--- config.mk ---
export PLATFORM = sky130hd
export DESIGN_NAME = pflash_cmd_engine
export DESIGN_NICKNAME = d
export VERILOG_FILES = /design/src/rtl/pflash_pkg.sv /design/src/rtl/pflash_busy_timer.sv /design/src/rtl/pflash_array.sv /design/src/rtl/pflash_cmd_engine.sv
export SDC_FILE = /design/constraint.sdc
export NUM_CORES = 2
export LEC_CHECK = 0
export CELL_PAD_IN_SITES_DETAIL_PLACEMENT = 1
export CELL_PAD_IN_SITES_GLOBAL_PLACEMENT = 1
export CORE_ASPECT_RATIO = 1.2
export CORE_UTILIZATION = 49
export CTS_BUF_LIST = sky130_fd_sc_hd__clkbuf_4 sky130_fd_sc_hd__clkbuf_8
export DETAILED_ROUTE_END_ITERATION = 6
export DONT_BUFFER_PORTS = 1
export PLACE_DENSITY = 0.88
export SLEW_MARGIN = 20
export SYNTH_ARGS = -nofsm -noshare
export SYNTH_HDL_FRONTEND = slang
export SYNTH_HIERARCHICAL = 1
export SYNTH_SLANG_ARGS = --single-unit
--- constraint.sdc ---
create_clock -name clk -period 3.6 [get_ports clk]
set_input_delay 0.18 -clock clk [delete_from_list [all_inputs] [get_ports clk]]
set_output_delay 0.18 -clock clk [all_outputs]
set_load 0.02 [all_outputs]
--- src/rtl/pflash_pkg.sv ---
package pflash_pkg;

   typedef enum logic [1:0] {
      MD_ARRAY,
      MD_IDENT,
      MD_STATUS
   } rd_mode_e;

   typedef enum logic [1:0] {
      PD_NONE,
      PD_ERASE,
      PD_PROG,
      PD_UNLOCK
   } pend_e;

   localparam logic [7:0] CMD_RESET  = 8'hFF;
   localparam logic [7:0] CMD_IDENT  = 8'h90;
   localparam logic [7:0] CMD_STAT   = 8'h70;
   localparam logic [7:0] CMD_CLEAR  = 8'h50;
   localparam logic [7:0] CMD_ERASE  = 8'h20;
   localparam logic [7:0] CMD_PROG   = 8'h40;
   localparam logic [7:0] CMD_UNLOCK = 8'h60;
   localparam logic [7:0] CMD_CONF   = 8'hD0;

endpackage

--- src/rtl/pflash_busy_timer.sv ---
module pflash_busy_timer #(
   parameter int CYCLES = 4
) (
   input  logic clk,
   input  logic rst_n,
   input  logic start,
   output logic busy
);
   localparam int CW = $clog2(CYCLES + 1);

   if (CYCLES < 1) begin : g_bad_cycles
      $error("pflash_busy_timer: CYCLES must be at least 1");
   end

   logic [CW-1:0] cnt;

   always_ff @(posedge clk or negedge rst_n) begin
      if (!rst_n)          cnt <= '0;
      else if (start)      cnt <= CW'(CYCLES);
      else if (cnt != '0)  cnt <= cnt - 1'b1;
   end

   assign busy = (cnt != '0);


   no_restart_chk: assert property (@(posedge clk) disable iff (!rst_n)
      start |-> !busy);


   busy_countdown_chk: assert property (@(posedge clk) disable iff (!rst_n)
      (busy && !start) |=> (cnt == $past(cnt) - 1'b1));


   no_overcount_chk: assert property (@(posedge clk) disable iff (!rst_n)
      cnt <= CW'(CYCLES));

endmodule

--- src/rtl/pflash_array.sv ---
module pflash_array #(
   parameter int AW = 8,
   parameter int BW = 6
) (
   input  logic          clk,
   input  logic          rst_n,
   input  logic          prog_en,
   input  logic          erase_en,
   input  logic [AW-1:0] wr_addr,
   input  logic [7:0]    wr_data,
   input  logic [AW-1:0] rd_addr,
   output logic [7:0]    rd_data
);
   localparam int DEPTH = 1 << AW;

   logic [7:0] mem [DEPTH];

   always_ff @(posedge clk or negedge rst_n) begin
      if (!rst_n) begin
         for (int i = 0; i < DEPTH; i++) mem[i] <= 8'hFF;
      end else if (prog_en) begin
         mem[wr_addr] <= mem[wr_addr] & wr_data;
      end else if (erase_en) begin
         for (int i = 0; i < DEPTH; i++) begin
            if (AW'(i) >> BW == wr_addr >> BW) mem[i] <= 8'hFF;
         end
      end
   end

   assign rd_data = mem[rd_addr];


   excl_op_chk: assert property (@(posedge clk) disable iff (!rst_n)
      !(prog_en && erase_en));


   prog_clears_only_chk: assert property (@(posedge clk) disable iff (!rst_n)
      prog_en |=> ((mem[$past(wr_addr)] & ~$past(wr_data)) == 8'h00));


   erase_fill_chk: assert property (@(posedge clk) disable iff (!rst_n)
      (erase_en && !prog_en) |=> (mem[{$past(wr_addr[AW-1:BW]), {BW{1'b0}}}] == 8'hFF));

endmodule

--- src/rtl/pflash_cmd_engine.sv ---
module pflash_cmd_engine
   import pflash_pkg::*;
#(
   parameter int          ADDR_W        = 8,
   parameter int          BLK_W         = 6,
   parameter int          BUSY_CYCLES   = 4,
   parameter logic [7:0]  MFG_CODE      = 8'h89,
   parameter logic [7:0]  DEV_CODE      = 8'hA7,
   parameter int          ADDR_SHIFT    = 0,
   parameter logic        MASTER_LOCK   = 1'b0,
   parameter logic [(1 << (ADDR_W - BLK_W)) - 1:0] BLK_LOCK_INIT = '0
) (
   input  logic              clk,
   input  logic              rst_n,
   input  logic              wr_en,
   input  logic [ADDR_W-1:0] addr,
   input  logic [7:0]        wdata,
   output logic [7:0]        rdata
);
   localparam int NBW     = ADDR_W - BLK_W;
   localparam int NUM_BLK = 1 << NBW;
   localparam logic [ADDR_W-1:0] DEV_OFS = ADDR_W'(1) << ADDR_SHIFT;

   if (ADDR_SHIFT < 0 || ADDR_SHIFT > 1) begin : g_bad_shift
      $error("pflash_cmd_engine: ADDR_SHIFT must be 0 or 1");
   end
   if (BLK_W < 2 || BLK_W >= ADDR_W) begin : g_bad_blk
      $error("pflash_cmd_engine: BLK_W must lie in [2, ADDR_W)");
   end
   if (ADDR_W > 12) begin : g_bad_aw
      $error("pflash_cmd_engine: ADDR_W above 12 makes the array too large");
   end

   rd_mode_e           mode;
   pend_e              pend;
   logic               err_erase, err_prog, err_lock;
   logic [NUM_BLK-1:0] blk_lock;
   logic               busy;
   logic               accept, confirm, tgt_locked, op_blocked;
   logic               prog_en, erase_en, unlk_go, op_start;
   logic [NBW-1:0]     blk_idx;
   logic [7:0]         arr_data, id_data, stat_byte;

   assign accept     = wr_en && !busy;
   assign confirm    = (wdata == CMD_CONF);
   assign blk_idx    = addr[ADDR_W-1:BLK_W];
   assign tgt_locked = blk_lock[blk_idx];
   assign op_blocked = (pend == PD_ERASE) ? tgt_locked : MASTER_LOCK;

   assign prog_en  = accept && (pend == PD_PROG) && !tgt_locked;
   assign erase_en = accept && (pend == PD_ERASE) && confirm && !tgt_locked;
   assign unlk_go  = accept && (pend == PD_UNLOCK) && confirm && !MASTER_LOCK;
   assign op_start = accept && ((pend == PD_PROG) ||
                     (((pend == PD_ERASE) || (pend == PD_UNLOCK)) && confirm));

   for (genvar b = 0; b < NUM_BLK; b++) begin : g_lock
      always_ff @(posedge clk or negedge rst_n) begin
         if (!rst_n)       blk_lock[b] <= BLK_LOCK_INIT[b];
         else if (unlk_go) blk_lock[b] <= 1'b0;
      end
   end

   always_ff @(posedge clk or negedge rst_n) begin
      if (!rst_n) begin
         mode      <= MD_ARRAY;
         pend      <= PD_NONE;
         err_erase <= 1'b0;
         err_prog  <= 1'b0;
         err_lock  <= 1'b0;
      end else if (accept) begin
         case (pend)
            PD_PROG: begin
               pend <= PD_NONE;
               mode <= MD_STATUS;
               if (tgt_locked) err_lock <= 1'b1;
            end
            PD_ERASE, PD_UNLOCK: begin
               pend <= PD_NONE;
               mode <= MD_STATUS;
               if (!confirm) begin
                  err_erase <= 1'b1;
                  err_prog  <= 1'b1;
               end else if (op_blocked) begin
                  err_lock  <= 1'b1;
               end
            end
            default: begin
               case (wdata)
                  CMD_RESET:  mode <= MD_ARRAY;
                  CMD_IDENT:  mode <= MD_IDENT;
                  CMD_STAT:   mode <= MD_STATUS;
                  CMD_CLEAR: begin
                     err_erase <= 1'b0;
                     err_prog  <= 1'b0;
                     err_lock  <= 1'b0;
                  end
                  CMD_ERASE:  begin pend <= PD_ERASE;  mode <= MD_STATUS; end
                  CMD_PROG:   begin pend <= PD_PROG;   mode <= MD_STATUS; end
                  CMD_UNLOCK: begin pend <= PD_UNLOCK; mode <= MD_STATUS; end
                  default: ;
               endcase
            end
         endcase
      end
   end

   pflash_busy_timer #(.CYCLES(BUSY_CYCLES)) timer_i (
      .clk   (clk),
      .rst_n (rst_n),
      .start (op_start),
      .busy  (busy)
   );

   pflash_array #(.AW(ADDR_W), .BW(BLK_W)) array_i (
      .clk      (clk),
      .rst_n    (rst_n),
      .prog_en  (prog_en),
      .erase_en (erase_en),
      .wr_addr  (addr),
      .wr_data  (wdata),
      .rd_addr  (addr),
      .rd_data  (arr_data)
   );

   always_comb begin
      if (addr == '0)                         id_data = MFG_CODE;
      else if (addr == DEV_OFS)               id_data = DEV_CODE;
      else if (addr[BLK_W-1:0] == BLK_W'(2))  id_data = {7'b0, tgt_locked};
      else if (addr[BLK_W-1:0] == BLK_W'(3))  id_data = {7'b0, MASTER_LOCK};
      else                                    id_data = 8'h00;
   end

   assign stat_byte = {!busy, 1'b0, err_erase, err_prog, 2'b00, err_lock, 1'b0};

   always_comb begin
      if (busy) rdata = stat_byte;
      else begin
         case (mode)
            MD_ARRAY: rdata = arr_data;
            MD_IDENT: rdata = id_data;
            default:  rdata = stat_byte;
         endcase
      end
   end


   busy_wr_ignored_chk: assert property (@(posedge clk) disable iff (!rst_n)
      busy |-> (!prog_en && !erase_en && !unlk_go));


   bad_confirm_chk: assert property (@(posedge clk) disable iff (!rst_n)
      (accept && (pend == PD_ERASE) && !confirm) |=>
         (err_erase && err_prog && (mode == MD_STATUS) && !busy));


   master_hold_chk: assert property (@(posedge clk) disable iff (!rst_n)
      (accept && (pend == PD_UNLOCK) && confirm && MASTER_LOCK) |=>
         ($stable(blk_lock) && err_lock));


   reset_cmd_chk: assert property (@(posedge clk) disable iff (!rst_n)
      (accept && (pend == PD_NONE) && (wdata == CMD_RESET)) |=> (mode == MD_ARRAY));


   clear_status_chk: assert property (@(posedge clk) disable iff (!rst_n)
      (accept && (pend == PD_NONE) && (wdata == CMD_CLEAR)) |=>
         (!err_erase && !err_prog && !err_lock));

endmodule

==> results of run 1 <==
[timing repair]
action                                   CTS
endpoints found under the setup margin  2056
pin swaps                                 25
hold buffers                              27
cloned                                    14
buffers inserted                          11
hold endpoints to repair                1433
gates resized for setup                  129
[routing by layer]
layer,global-route usage [%],GRT overflow
met1,73.0,25
met2,90.2,66
met3,74.9,32
met4,76.1,81
met5,68.2,2
[per-stage QoR]
step | setup TNS, ps | setup WS, ps | area, µm² | util, % | std cells
2_1_floorplan | 0 | 65.6 | 114000 | - | 10215
3_3_place_gp | -800920 | -714 | 122000 | 52.7 | 13057
3_5_place_dp | -4521920 | -2740 | 122000 | 52.9 | 13067
4_1_cts | -7710 | -547 | 131000 | 56.6 | 13719
[cell families after synthesis]
kind of cell / after synthesis / share of synthesized area, %
AO/OA/AOI/OAI: 2825 / 14.3
AND/OR/NAND/NOR: 2667 / 9.37
flip-flops: 2057 / 47.3
multiplexers: 1532 / 24.5
buffers and inverters: 1131 / 4.45
adder cells (fa/ha/maj): 3 / 0.0306
==> results.json, run 1 <==
{
  "stop_stage": "5_1_grt",
  "synth_area_leader_cell": "dfstp_2",
  "grt_max_degree": 293,
  "track_usage_pct": 78.7,
  "yosys_warnings": 6,
  "syn-num-nets": 10236,
  "globalRouteOverflowTotal": 206,
  "yosys_register_bits": 2057,
  "cts_root_buffer": "clkbuf_8",
  "cts_sinks": 2057,
  "status": "stopped before the end",
  "die_y_um": 531,
  "synthArstFlopShare_pct": 100,
  "gp_congestion": 1.02,
  "dp_hpwl_mm": 332,
  "synth.most_common_cell": "dfstp_2",
  "stop_error": "[ERROR GRT-0232] Routing congestion too high. Check the congestion heatmap in the GUI.",
  "numCtsBuffers": 343,
  "io_buffers": 0,
  "htree_levels": 5,
  "yosysSeqAreaShare_pct": 47.3,
  "rows": 193,
  "die_width_um": 443,
  "avgSynthCellArea_um2": 11.2,
  "synth_cells": 10215,
  "netlist_top_cells_count": "dfstp_2 (2,048), nand2_1 (1,796), o21ai_0 (1,473)",
  "endpoint_type": "output port",
  "dominantRegCellSynth": "dfstp_2",
  "synth_top_cell_area_share_pct": 47.1,
  "antenna_found_initial": 200,
  "boundaryPins": 27,
  "synth_edf_count": 0,
  "initial_core_util_pct": 49.5,
  "grt-worst-endpoint": "rdata[1]",
  "syn-cell-area_mm2": 0.114,
  "ys_top_cells_by_area": "dfstp_2 (47%), mux4_2 (20%), o21ai_0 (6.4%), nand2_1 (5.9%), mux2i_1 (4.4%)",
  "yosysUniqueCellTypes": 80,
  "clock_path_buffers": 4
}
==> inputs of run 2 (changes only) <==
Settings changed: CELL_PAD_IN_SITES_DETAIL_PLACEMENT 1 to default, CELL_PAD_IN_SITES_GLOBAL_PLACEMENT 1 to default, CORE_ASPECT_RATIO 1.2 to default, CORE_UTILIZATION 49 to 40, CTS_BUF_LIST sky130_fd_sc_hd__clkbuf_4 sky130_fd_sc_hd__clkbuf_8 to default, PLACE_DENSITY 0.88 to default, PLACE_DENSITY_LB_ADDON from default to 0.15.
Clock period 3.6 ns to 4.7 ns, I/O delays scaled along.
==> run 2 against run 1 <==
The flow now finishes, with violations (design-rule violations, negative hold slack, negative setup slack). Synthesized cell count stayed put. Synthesized area stayed put.
==> results.json, run 2 <==
{
  "path_class": "in -> out",
  "grt_pass1_wl_mm": 651,
  "period_minus_slack_ps": 4880,
  "synth_cells": 10215,
  "dp.cells": 13534,
  "max_freq_mhz": 205,
  "top_regs": "array_i/mem: 2048 flops, timer_i/cnt: 3 flops",
  "reg2reg_slack_ps": 700,
  "syn-cell-area_mm2": 0.114,
  "maxSlewHeadroom_pct": 7.77,
  "viasPerCell": 6.37,
  "nNetsFinal": 10122,
  "regMostFlops": "array_i/mem",
  "synth_top_cell_area_share_pct": 47.1,
  "powerDensity_mw_per_mm2": 420,
  "design_area_mm2": 0.130,
  "synthSimpleGateAreaFrac_pct": 9.37,
  "yosys_register_bits": 2057,
  "die_width_um": 537,
  "netlist_top_cells_count": "dfstp_2 (2,048), nand2_1 (1,796), o21ai_0 (1,473)",
  "dr_total_vias": 89481,
  "finalCritPeriodShare_pct": 104,
  "clkTransAtPathRegs_ps": 60,
  "crit_path_start": "addr[1]",
  "dominantRegCellSynth": "dfstp_2",
  "drt_wl_total_mm": 470,
  "crit_path_end_kind": "primary output",
  "synthAdderAreaFrac_pct": 0.0306,
  "yosysSeqAreaShare_pct": 47.3,
  "hold_violations": 38,
  "synthXorXnorAreaFrac_pct": 0,
  "synth_area_leader_cell": "dfstp_2",
  "rsz0062_at_grt": "no",
  "first_pass_iters": 7,
  "placed_area_mm2": 0.121,
  "synthArstFlopShare_pct": 100,
  "grt_max_degree": 1188,
  "worst_pin_slew_ps": 1380,
  "cp-endpoint": "rdata[6]",
  "antenna_found_initial": 36,
  "area_growth_pct": 13.8,
  "crit-reg2reg-capture": "array_i/mem[1883]$_DFFE_PN1P_",
  "fill_cells": 25747,
  "wire_per_inst_um": 33.5,
  "final_cell_mix": "dfstp_2 (2,048), nand2_1 (1,781), o21ai_0 (1,473), mux4_2 (996), a21oi_1 (575)",
  "violations": "design-rule violations, negative hold slack, negative setup slack",
  "yosys_warnings": 6,
  "reg2reg_from": "array_i/mem[1059]$_DFFE_PN1P_",
  "cts_tree": "done",
  "p_leak_nw": 49.8,
  "synth_compound_area_share_pct": 14.3,
  "status": "complete, but fails checks",
  "maxSlewViolCount": 0,
  "dp_hpwl_mm": 296,
  "htree_levels": 4,
  "setup_viol": 3,
  "dieArea_mm2": 0.288,
  "fin_ws_ps": -183,
  "holdWs_ps": -115,
  "clock_path_buffers": 4,
  "cap_viol_max_count": 0,
  "ir_worst_vdd_mv": 0.316,
  "numCtsBuffers": 234,
  "gp_congestion": 0.991,
  "layout_commonest_cell": "dfstp_2",
  "critPathMaxFanout": 50,
  "die_y_um": 537,
  "antenna_left": 0,
  "p_total_mw": 54.6,
  "track_usage_pct": 31.6,
  "skew_ps": 64.4,
  "syn-num-nets": 10236,
  "rows": 195,
  "io_buffers": 0,
  "synth_edf_count": 0,
  "synthMuxAreaShare_pct": 24.5,
  "grt_pass1_vias": 85755,
  "arrival_ps": 4650,
  "final-instance-count-excl-fill": 14043,
  "boundaryPins": 27,
  "critPathLaunchType": "input port",
  "clock_latency_ps": 960,
  "drc": 1,
  "yosysUniqueCellTypes": 80,
  "synth_top_family_by_area": "multiplexers",
  "drive_gt1_share_pct": 40.4,
  "cts_sinks": 2057,
  "largest_register_ffs": 2048,
  "synth.most_common_cell": "dfstp_2",
  "initial_core_util_pct": 40.4,
  "min_path_type": "in -> async",
  "globalRouteOverflowTotal": 0,
  "avgSynthCellArea_um2": 11.2,
  "worstRegToRegCells": 10,
  "core-area_mm2": 0.283,
  "cts_root_buffer": "clkbuf_16",
  "required_ps": 4470,
  "drt_iter0_drc": 10851,
  "ys_top_cells_by_area": "dfstp_2 (47%), mux4_2 (20%), o21ai_0 (6.4%), nand2_1 (5.9%), mux2i_1 (4.4%)"
}
-- run 2: cell counts after synthesis --
No cell type changed its count.
-- run 2: layer usage --
metal  vias to the layer above  routed length, µm  track usage, %
li1                      37455                  -               -
met1                     46372             189000            42.5
met2                      4559             203000            45.9
met3                      1073              51200            9.93
met4                        22              26400            15.6
met5                         -                215               0
-- run 2: worst max-delay path, cell delays in order --
cell and delay [ps]:
buf_16 250, buf_16 260, buf_16 220, buf_16 240, clkbuf_16 400, mux4_2 380
mux4_2 560, a22oi_1 360, nand2_1 380, a22oi_1 280, o221ai_1 410, nor3b_1 370
-- run 2: area by class of cell --
type | count | area, µm² | share of cell area (%)
clock buffer | 346 | 6940 | 5.34
inverter | 184 | 698 | 0.537
antenna | 19 | 47.5 | 0.0366
timing repair buffer | 597 | 7180 | 5.52
tap | 3743 | 4680 | 3.60
multi-input combinational | 7027 | 55600 | 42.7
clock inverter | 70 | 891 | 0.685
sequential | 2057 | 54000 | 41.6
-- run 2: stage by stage --
stage / setup slack (ps) / hold WS, ps / setup TNS [ps] / utilization (%)
2_1_floorplan: 833 / -60.6 / 0 / -
3_3_place_gp: -63.0 / 87.7 / -9490 / 42.4
3_5_place_dp: -2110 / 87.7 / -3355690 / 42.6
4_1_cts: 15.6 / 3.77 / 0 / 45.6
5_1_grt: 13.1 / 49.7 / 0 / 45.9
6_report: -183 / -115 / -258 / 45.9
-- run 2: how the worst min path moves through the flow --
stage	end	slack (ps)	depth (start not counted)
floorplan	err_lock$_DFFE_PN0P_	-60	0
global placement	array_i/mem[1244]$_DFFE_PN1P_	90	0
detailed placement	array_i/mem[1244]$_DFFE_PN1P_	90	0
CTS	array_i/mem[1082]$_DFFE_PN1P_	4	4
global route	array_i/mem[1268]$_DFFE_PN1P_	50	2
finish	array_i/mem[1268]$_DFFE_PN1P_	-110	2
-- run 2: what timing repair did --
item / CTS / global route
hold buffers: 29 / 2
endpoints found under the setup margin: 2044 / 2239
buffers inserted: 0 / 0
hold endpoints to repair: 635 / 4
gates cloned: 12 / 21
gates resized for setup: 4 / 13
-- run 2: kinds of logic (layout without fill, tap and decap cells) --
group,after synthesis,count (layout)
compound gates,2825,2825
fa+ha+maj,3,3
buf+inv,1131,1197
flops,2057,2057
mux,1532,1532
other cells,0,19
simple gates,2667,2667
-- run 2: power by group --
group / internal (mW) / switching (mW)
Sequential: 22.9 / 2.37
Clock: 11.0 / 8.09
Combinational: 4.81 / 5.34
Total: 38.8 / 15.8
(Power assumes the default switching activity.)
